File: src/rtl/sticky_collector.sv
module sticky_collector #(
  parameter int DIGITS = 16,
  localparam int CW = $clog2(DIGITS + 1) + 1
) (
  input  logic          clk,
  input  logic          rst_n,
  input  logic          start,
  input  logic [CW-1:0] count_in,
  input  logic          dig_valid,
  input  logic [3:0]    dig_in,
  output logic          sticky,
  output logic          done
);
  logic [CW-2:0] cnt;
  logic [CW-2:0] load_val;
  logic          take;

  assign load_val = count_in[CW-1] ? '0 : count_in[CW-2:0];
  assign take     = dig_valid && (cnt != '0);

  always_ff @(posedge clk) begin
    if (!rst_n) begin
      cnt    <= '0;
      sticky <= 1'b0;
      done   <= 1'b0;
    end else if (start) begin
      cnt    <= load_val;
      sticky <= 1'b0;
      done   <= (load_val == '0);
    end else if (take) begin
      cnt    <= cnt - 1'b1;
      sticky <= sticky | (|dig_in);
      done   <= (cnt == 1);
    end
  end
endmodule


File: config.mk
export PLATFORM = sky130hd
export DESIGN_NAME = sticky_collector
export DESIGN_NICKNAME = d
export VERILOG_FILES = /design/src/rtl/sticky_collector.sv
export SDC_FILE = /design/constraint.sdc
export NUM_CORES = 1
export LEC_CHECK = 0
export ABC_AREA = 1
export BUFFER_PORTS_ARGS = -buffer_cell sky130_fd_sc_hd__clkbuf_2
export CAP_MARGIN = 5
export CORE_AREA = 8 8 45 47
export CTS_CLUSTER_DIAMETER = 150
export DETAILED_ROUTE_END_ITERATION = 16
export DIE_AREA = 0 0 53 55
export PLACE_DENSITY = 0.67
export SLEW_MARGIN = 10
export SYNTH_ARGS = -nofsm -noshare
export SYNTH_HDL_FRONTEND = slang
export SYNTH_SLANG_ARGS = --single-unit
File: constraint.sdc
create_clock -name clk -period 1.96 [get_ports clk]
set_clock_uncertainty 0.2 [all_clocks]
set_input_delay 0.098 -clock clk [delete_from_list [all_inputs] [get_ports clk]]
set_output_delay 0.098 -clock clk [all_outputs]
set_load 0.005 [all_outputs]
; Yosys cells after proc, flatten, opt, wreduce, memory -nomap -nowiden
; Index checks and enable logic that the tools add are counted.
; W data, S select, Z words.
[classes]
n_addsub = 1
n_mul = 0
div_mod_pow = 0
n_lt_le_gt_ge = 0
eq_ne = 1
n_shift = 0
mux = 5
n_bitwise = 2
reduce_logical = 6
[ops]
columns = operator, count
row1 = $mux W5, 3
row2 = $eq A5 B1 Y1 const B, 1
row3 = $logic_not A5 Y1, 1
row4 = $reduce_bool A5 Y1, 1
row5 = $sub A5 B1 Y5 const B, 1
row6 = $reduce_or A4 Y1, 1
row7 = $mux W1, 2
row8 = $reduce_bool A2 Y1, 1
row9 = $reduce_or A2 Y1, 1
row10 = $logic_and A1 B1 Y1, 1
row11 = $not A1 Y1, 1
row12 = $or A1 B1 Y1, 1
[totals]
regBits = 7
latch_bits = 0
mem_bits_rw = 0
romBits = 0
out_inout_bits = 2
wordCells = 18
n_memories = 0

; Longest topological paths before layout
; Gate-level depths: netlist of run 1.
[depth]
word_depth = 4
depth_mapped = 8
mapped_depth_nobuf = 8

; Least setup slack after synthesis of run 1
; No wires, ideal clock.
[synth_path]
path_type = reg-to-reg
startpoint = register cnt[0]
endpoint = register cnt[4]
setup_ns = 0.112
arrival_ns = 1.089
t_required_ns = 1.648
setup_slack_ns = 0.559
stages_incl_launch_ff = 9
cell_sequence = dfxtp_1 -> inv_1 -> ha_1 -> nand3_4 -> nand2_4 -> nand2_2 -> nand2_1 -> nor2_1 -> nor2_2
[synth_via]
elab_chain_len = 3
word_cells_on_any_way = 6
cone_classes = add/sub: 1 / mux: 2 / reduce/logical: 3
[synth_lines]
columns = item, line_no
row1 = start: declaration, 14  ; logic [CW-2:0] cnt;
row2 = start signal: assignment, 27  ; cnt <= load_val;
row3 = start signal: assignment, 31  ; cnt <= cnt - 1'b1;
row4 = $sub A5 B1 Y5 / $reduce_bool A5 Y1 (equally long branches), "31, 19"
row5 = $mux W5 / $logic_and A1 B1 Y1 (equally long branches), "30, 19"
row6 = $mux W5 / $reduce_bool A2 Y1 (equally long branches), -
; Several ways; a longest one is shown, not always the timed one. The select of a mux whose other input is x is not followed.
; A chain may end at the register's enable or synchronous reset.

; Worst setup path in the final report of run 1
; Ends and elaborated chain as after synthesis.

==> qor.yml, run 1 <==
drt:
  drt_wl_total_um: 1240
  remaining_drc_errors: 0
  drtIter0Drc: 9
  vias: 545
  via_per_inst: 4.70
  wl_per_cell_um: 10.7
  drtPass1Iterations: 4
  ant_nets: 0
global_route:
  antenna_found_initial: 0
  grt-ovfl-total: 0
  grt_max_degree: 12
  grt_pass1_vias: 519
  grtUsageTotal: 0.0957
  grt_pass1_wl_um: 2090
power_and_ir_drop:
  power_frac_clock: 0.291
  p_leak_uw: 0.000333
  ir_drop_v: 0.000356
  swShare: 0.338
  p_sw_uw: 151
  seqPwrFrac: 0.379
  share_comb_of_total_power: 0.330
  p_int_uw: 297
  power.density_nw_per_um2: 669
worst_setup_path:
  crit_start: "cnt[0]"
  r2r_cells: 8
  critPathMaxStageDelay_ns: 0.35
  crit_chain: "inv_1 > ha_1 > nand3_4 > nand2_4 > nand2_2 > nand2_1 > nor2_1 > nor2_2"
  start_kind: "flop"
  r2r_end: "cnt[4]"
  cp_max_fo: 7
  reg2reg_slack_ns: 0.48
  cpMaxStageDelayCell: "dfxtp_1"
  r2r_start: "cnt[0]"
  required_ns: 1.91
  cp.arrival_ns: 1.43
  critPathKind: "flop to flop"
  end_kind: "flop"
finish:
  synthToLayoutAreaGrowth_pct: 23.8
  drive_above_1_share: 0.290
  final_area_um2: 669
  finalNetCount: 117
  insertedDiodeCount: 0
yosys:
  synth_top_area_cell: "dfxtp_1"
  synthDistinctLibCells: 19
  synth.area.top_cells: "dfxtp_1, nand2_1, nand3_1"
  synth-xor-area-share: 0
  netlist_area_um2: 541
  synth_fa_ha_area_frac: 0.0463
  synth-seq-area-share: 0.259
  ys_seq_elements: 7
  avgSynthCellArea_um2: 6.76
  synthesis.nets: 96
  synth_top_cell_area_share: 0.259
  synth-compound-area-share: 0.141
  synth_cells: 80
  synth_simple_gate_area_frac: 0.435
  synth_top_family_by_area: "simple AND/OR/NAND/NOR gates"
  synthMuxAreaShare: 0
  yosysWarnings: 0
timing:
  min_period_ns: 1.48
  fin_crit_sh: 0.756
  worst_pin_slew_ns: 0.223
  slew_viol_final: 0
  timing.fmax_ghz: 0.675
  setup_viol: 0
  rsz0062_at_grt: "false"
  slew_headroom: 0.851
  hold_viol_final: 0
  whs_ns: 0.0113
  finalSetupTns_ns: 0
run_status:
  outcome: "finished clean"
floorplan:
  dieWidth_um: 53
  die_y_um: 55
  row_count: 14
  die_area_um2: 2920
  ios: 16
  core_um2: 1380
  start_util: 0.391
clock_tree:
  insertion_delay_ns: 0.25
  htree_levels: 1
  tritoncts: "yes"
  numCtsBuffers: 3
  clockBufferDepth: 2
  clkSinkCount: 7
  post_cts_buffers: 0
  clk_pin_slew_ns: 0.06
  root_buffer: "clkbuf_4"
place:
  io_buffers: 15
  placedInstanceArea_um2: 613
  gp_congestion: 0.810
  place_hpwl_um: 959
worst_hold_path:
  min_to: "cnt[0]"
  hold_path_depth: 5
  hold_class: "primary input to flop"
  hold_start: "count_in[0]"
run:
  drv_cap: 0
-- flip-flops by register name, indices dropped and copies added (netlist names) --
name	count
cnt	5
sticky	1
done	1
-- cell families (layout without fill, tap and decap cells) --
family | Yosys count | in the layout
DFF | 7 | 7
and+or+nand+nor | 45 | 45
AOI/OAI and AO/OA | 13 | 13
buffers and inverters | 13 | 33
adders and majority gates | 2 | 2
-- layer usage --
| layer | global-route usage | part of all wire | vias up |
|---|---|---|---|
| met5 | 0 | 0 | - |
| met4 | 0.0129 | 0 | 0 |
| met3 | 0.0588 | 0.099 | 0 |
| met2 | 0.162 | 0.47 | 13 |
| met1 | 0.102 | 0.43 | 234 |
| li1 | - | - | 298 |
-- cell usage after synthesis --
library cell and count:
nand2_1 18, nand3_1 8, ha_1 2, o21ai_1 1, dfxtp_1 7, nor2_1 6, nand2_2 1, nand3b_1 2
nor2_2 5, nand4_1 2, o21ai_0 4, buf_6 2, inv_1 10, a21oi_4 1, a21oi_1 7, nor2_4 1
nand2_4 1, inv_2 1, nand3_4 1
-- through the flow --
step,worst slack [ns],utilization,power (µW),cells
floorplan,0.559,-,282,80
global placement,0.509,0.443,315,109
detailed placement,0.462,0.443,316,109
CTS,0.467,0.484,456,116
global route,0.371,0.484,487,116
finish,0.479,0.484,448,116
-- worst max-delay path, delay by kind of cell (launching register included) --
| family | cells | cell delay [ns] |
|---|---|---|
| adders and majority gates | 1 | 0.26 |
| and+or+nand+nor | 6 | 0.49 |
| DFF | 1 | 0.35 |
| buffers and inverters | 1 | 0.09 |
-- power groups by stage --
stage / registers [µW] / logic [µW] / clock network [µW]
6_report: 170 / 148 / 130
5_1_grt: 172 / 167 / 148
4_1_cts: 169 / 149 / 138
3_5_place_dp: 172 / 144 / 0
3_3_place_gp: 172 / 143 / 0
2_1_floorplan: 170 / 112 / 0
-- cell type report --
type | instances | area (µm²)
inverter | 11 | 41.3
tap | 16 | 20.0
multi-input combinational | 60 | 337
timing repair buffer | 18 | 105
fill | 153 | 714
sequential | 7 | 140
clock buffer | 4 | 26.3
-- what timing repair did --
item | in CTS | in global routing
hold buffers | 3 | 0
gates resized for setup | 0 | 0
hold endpoints to repair | 5 | 0
-- layout by cell type, fill, tap and decap left out --
master,Yosys,layout
a21oi_1,7,7
nand3_4,1,1
nor2_1,6,6
nand2_4,1,1
clkbuf_2,0,15
nand3b_1,2,2
clkbuf_4,0,3
a21oi_4,1,1
nor2_2,5,5
dlygate4sd3_1,0,3
inv_2,1,1
o21ai_0,4,4
clkbuf_1,0,1
nand3_1,8,8
o21ai_1,1,1
nand2_2,1,1
ha_1,2,2
nor2_4,1,1
dfxtp_1,7,7
nand2_1,18,18
nand4_1,2,2
inv_1,10,10
-- worst max-delay path by stage --
stage / endpoint / cells past startpoint
after floorplan: cnt[4] / 8
after global placement: cnt[4] / 8
after detailed placement: cnt[4] / 8
after CTS: cnt[4] / 8
after global routing: cnt[4] / 8
final: cnt[4] / 8
Note: power is estimated with default switching activity, not from simulation.
==> run 2, diff against run 1 <==
clock period = 1.55 ns   (was 1.96 ns; I/O delays follow)
==> run 2 against run 1 <==
  * Final cell count is 1.7% higher
  * Non-clock buffer count is 2 higher
  * Largest cell class unchanged
  * Worst hold slack worse by 0.0094 ns
  * Critical path depth stayed put
  * Highest routed layer unchanged
  * Total power is 29% higher
  * Sequential power is 26% higher
==> qor.yml, run 2 (same netlist as run 1, synthesis figures left out) <==
run_status:
  outcome: "finished clean"
place:
  placedInstanceArea_um2: 613
  place_hpwl_um: 959
  dp_slack_ns: 0.0518
  io_buffers: 15
  dp_cells: 109
  gp_congestion: 0.810
power_and_ir_drop:
  power.density_nw_per_um2: 833
  ir_drop_v: 0.000434
  p_leak_uw: 0.000340
drt:
  via_per_inst: 4.76
  drtIter0Drc: 12
  wl_per_cell_um: 11.2
  remaining_drc_errors: 0
  vias: 562
  ant_nets: 0
  drt_wl_total_um: 1320
  drtPass1Iterations: 5
floorplan:
  dieWidth_um: 53
  core_um2: 1380
  die_area_um2: 2920
  row_count: 14
  ios: 16
  start_util: 0.391
  die_y_um: 55
clock_tree:
  insertion_delay_ns: 0.25
  clkSinkCount: 7
  clk_pin_slew_ns: 0.06
  root_buffer: "clkbuf_4"
  numCtsBuffers: 3
  tritoncts: "yes"
  post_cts_buffers: 0
  htree_levels: 1
  clockBufferDepth: 2
global_route:
  grt_pass1_wl_um: 2150
  grtUsageTotal: 0.0984
  antenna_found_initial: 0
  grt_pass1_vias: 532
  grt-ovfl-total: 0
  grt_max_degree: 12
run:
  drv_cap: 0
worst_setup_path:
  required_ns: 1.50
  cp.arrival_ns: 1.40
  crit_chain: "inv_1 > ha_2 > nand3_4 > nand2_4 > nand2_2 > nand2_1 > nor2_1 > nor2_2"
  end_kind: "flop"
  cp_max_fo: 7
  start_kind: "flop"
  r2r_cells: 8
  cpMaxStageDelayCell: "dfxtp_1"
  critPathKind: "flop to flop"
  r2r_start: "cnt[0]"
  reg2reg_slack_ns: 0.10
  critPathMaxStageDelay_ns: 0.35
  r2r_end: "cnt[4]"
timing:
  finalSetupTns_ns: 0
  slew_viol_final: 0
  fin_crit_sh: 0.935
  rsz0062_at_grt: "false"
  setup_viol: 0
  slew_headroom: 0.850
  timing.fmax_ghz: 0.690
  layout_setup_ws_ns: 0.101
  hold_viol_final: 0
  worst_pin_slew_ns: 0.225
  min_period_ns: 1.45
finish:
  final_common_cell: "nand2_1"
  stdcell_count: 118
  synthToLayoutAreaGrowth_pct: 28.0
  final_area_um2: 692
  top_register: "cnt"
  most-common-layout-cells: "nand2_1, clkbuf_2, inv_1"
  largest_reg_flops: 5
  finalNetCount: 119
  insertedDiodeCount: 0
  top_regs: "cnt x5, done x1, sticky x1"
  drive_above_1_share: 0.294
worst_hold_path:
  hold_path_depth: 5
  hold_start: "dig_in[0]"
  hold_class: "primary input to flop"
  min_to: "sticky"
run 2: cell count changes in the layout (fill, tap and decap cells not counted):
cell           previous run  this run
ha_1                      2         1
dlygate4sd3_1             3         5
ha_2                      0         1
run 2: layout make-up:
type	instances	area, µm²
Inverter	11	41.3
Tap cell	16	20.0
Timing Repair Buffer	20	125
Sequential cell	7	140
Fill cell	150	692
Clock buffer	4	26.3
Multi-Input combinational cell	60	339
run 2: routing by layer:
metal | global-route usage | share of wire
met5 | 0 | 0
met4 | 0.0129 | 0
met3 | 0.0588 | 0.10
met2 | 0.168 | 0.48
met1 | 0.105 | 0.41
run 2: through the flow:
step / utilization / total power, µW / hold WS [ns]
global placement: 0.443 / 398 / 0.193
finish: 0.500 / 576 / 0.00193
CTS: 0.498 / 581 / 0.00116
global route: 0.500 / 625 / 0.0193
floorplan: - / 356 / 0.000392
detailed placement: 0.443 / 399 / 0.200
run 2: how the worst max path moves through the flow:
stage	start	to	cells past startpoint
finish	cnt[0]	cnt[4]	8
global route	cnt[0]	cnt[4]	8
CTS	cnt[0]	cnt[4]	8
detailed placement	cnt[0]	cnt[4]	8
global placement	cnt[0]	cnt[4]	8
floorplan	cnt[0]	cnt[4]	8
run 2: worst max-delay path, delay by kind of cell, from the launching register on:
kind,cells,cell delay (ns)
adder cells (fa/ha/maj),1,0.23
flip-flops,1,0.35
buffers and inverters,1,0.10
AND/OR/NAND/NOR,6,0.48
run 2: timing repair:
item / in CTS / in global routing
endpoints found under the setup margin: 0 / 4
hold buffers: 5 / 0
endpoints found under the hold margin: 7 / 0
gates resized for setup: 0 / 1
run 2: report_power, final:
part	leakage (µW)	switching [µW]	internal (µW)
sequential	0.0000580	15.7	199
combinational	0.000267	113	83.2
clock	0.0000150	67.2	98.3
total	0.000340	196	380
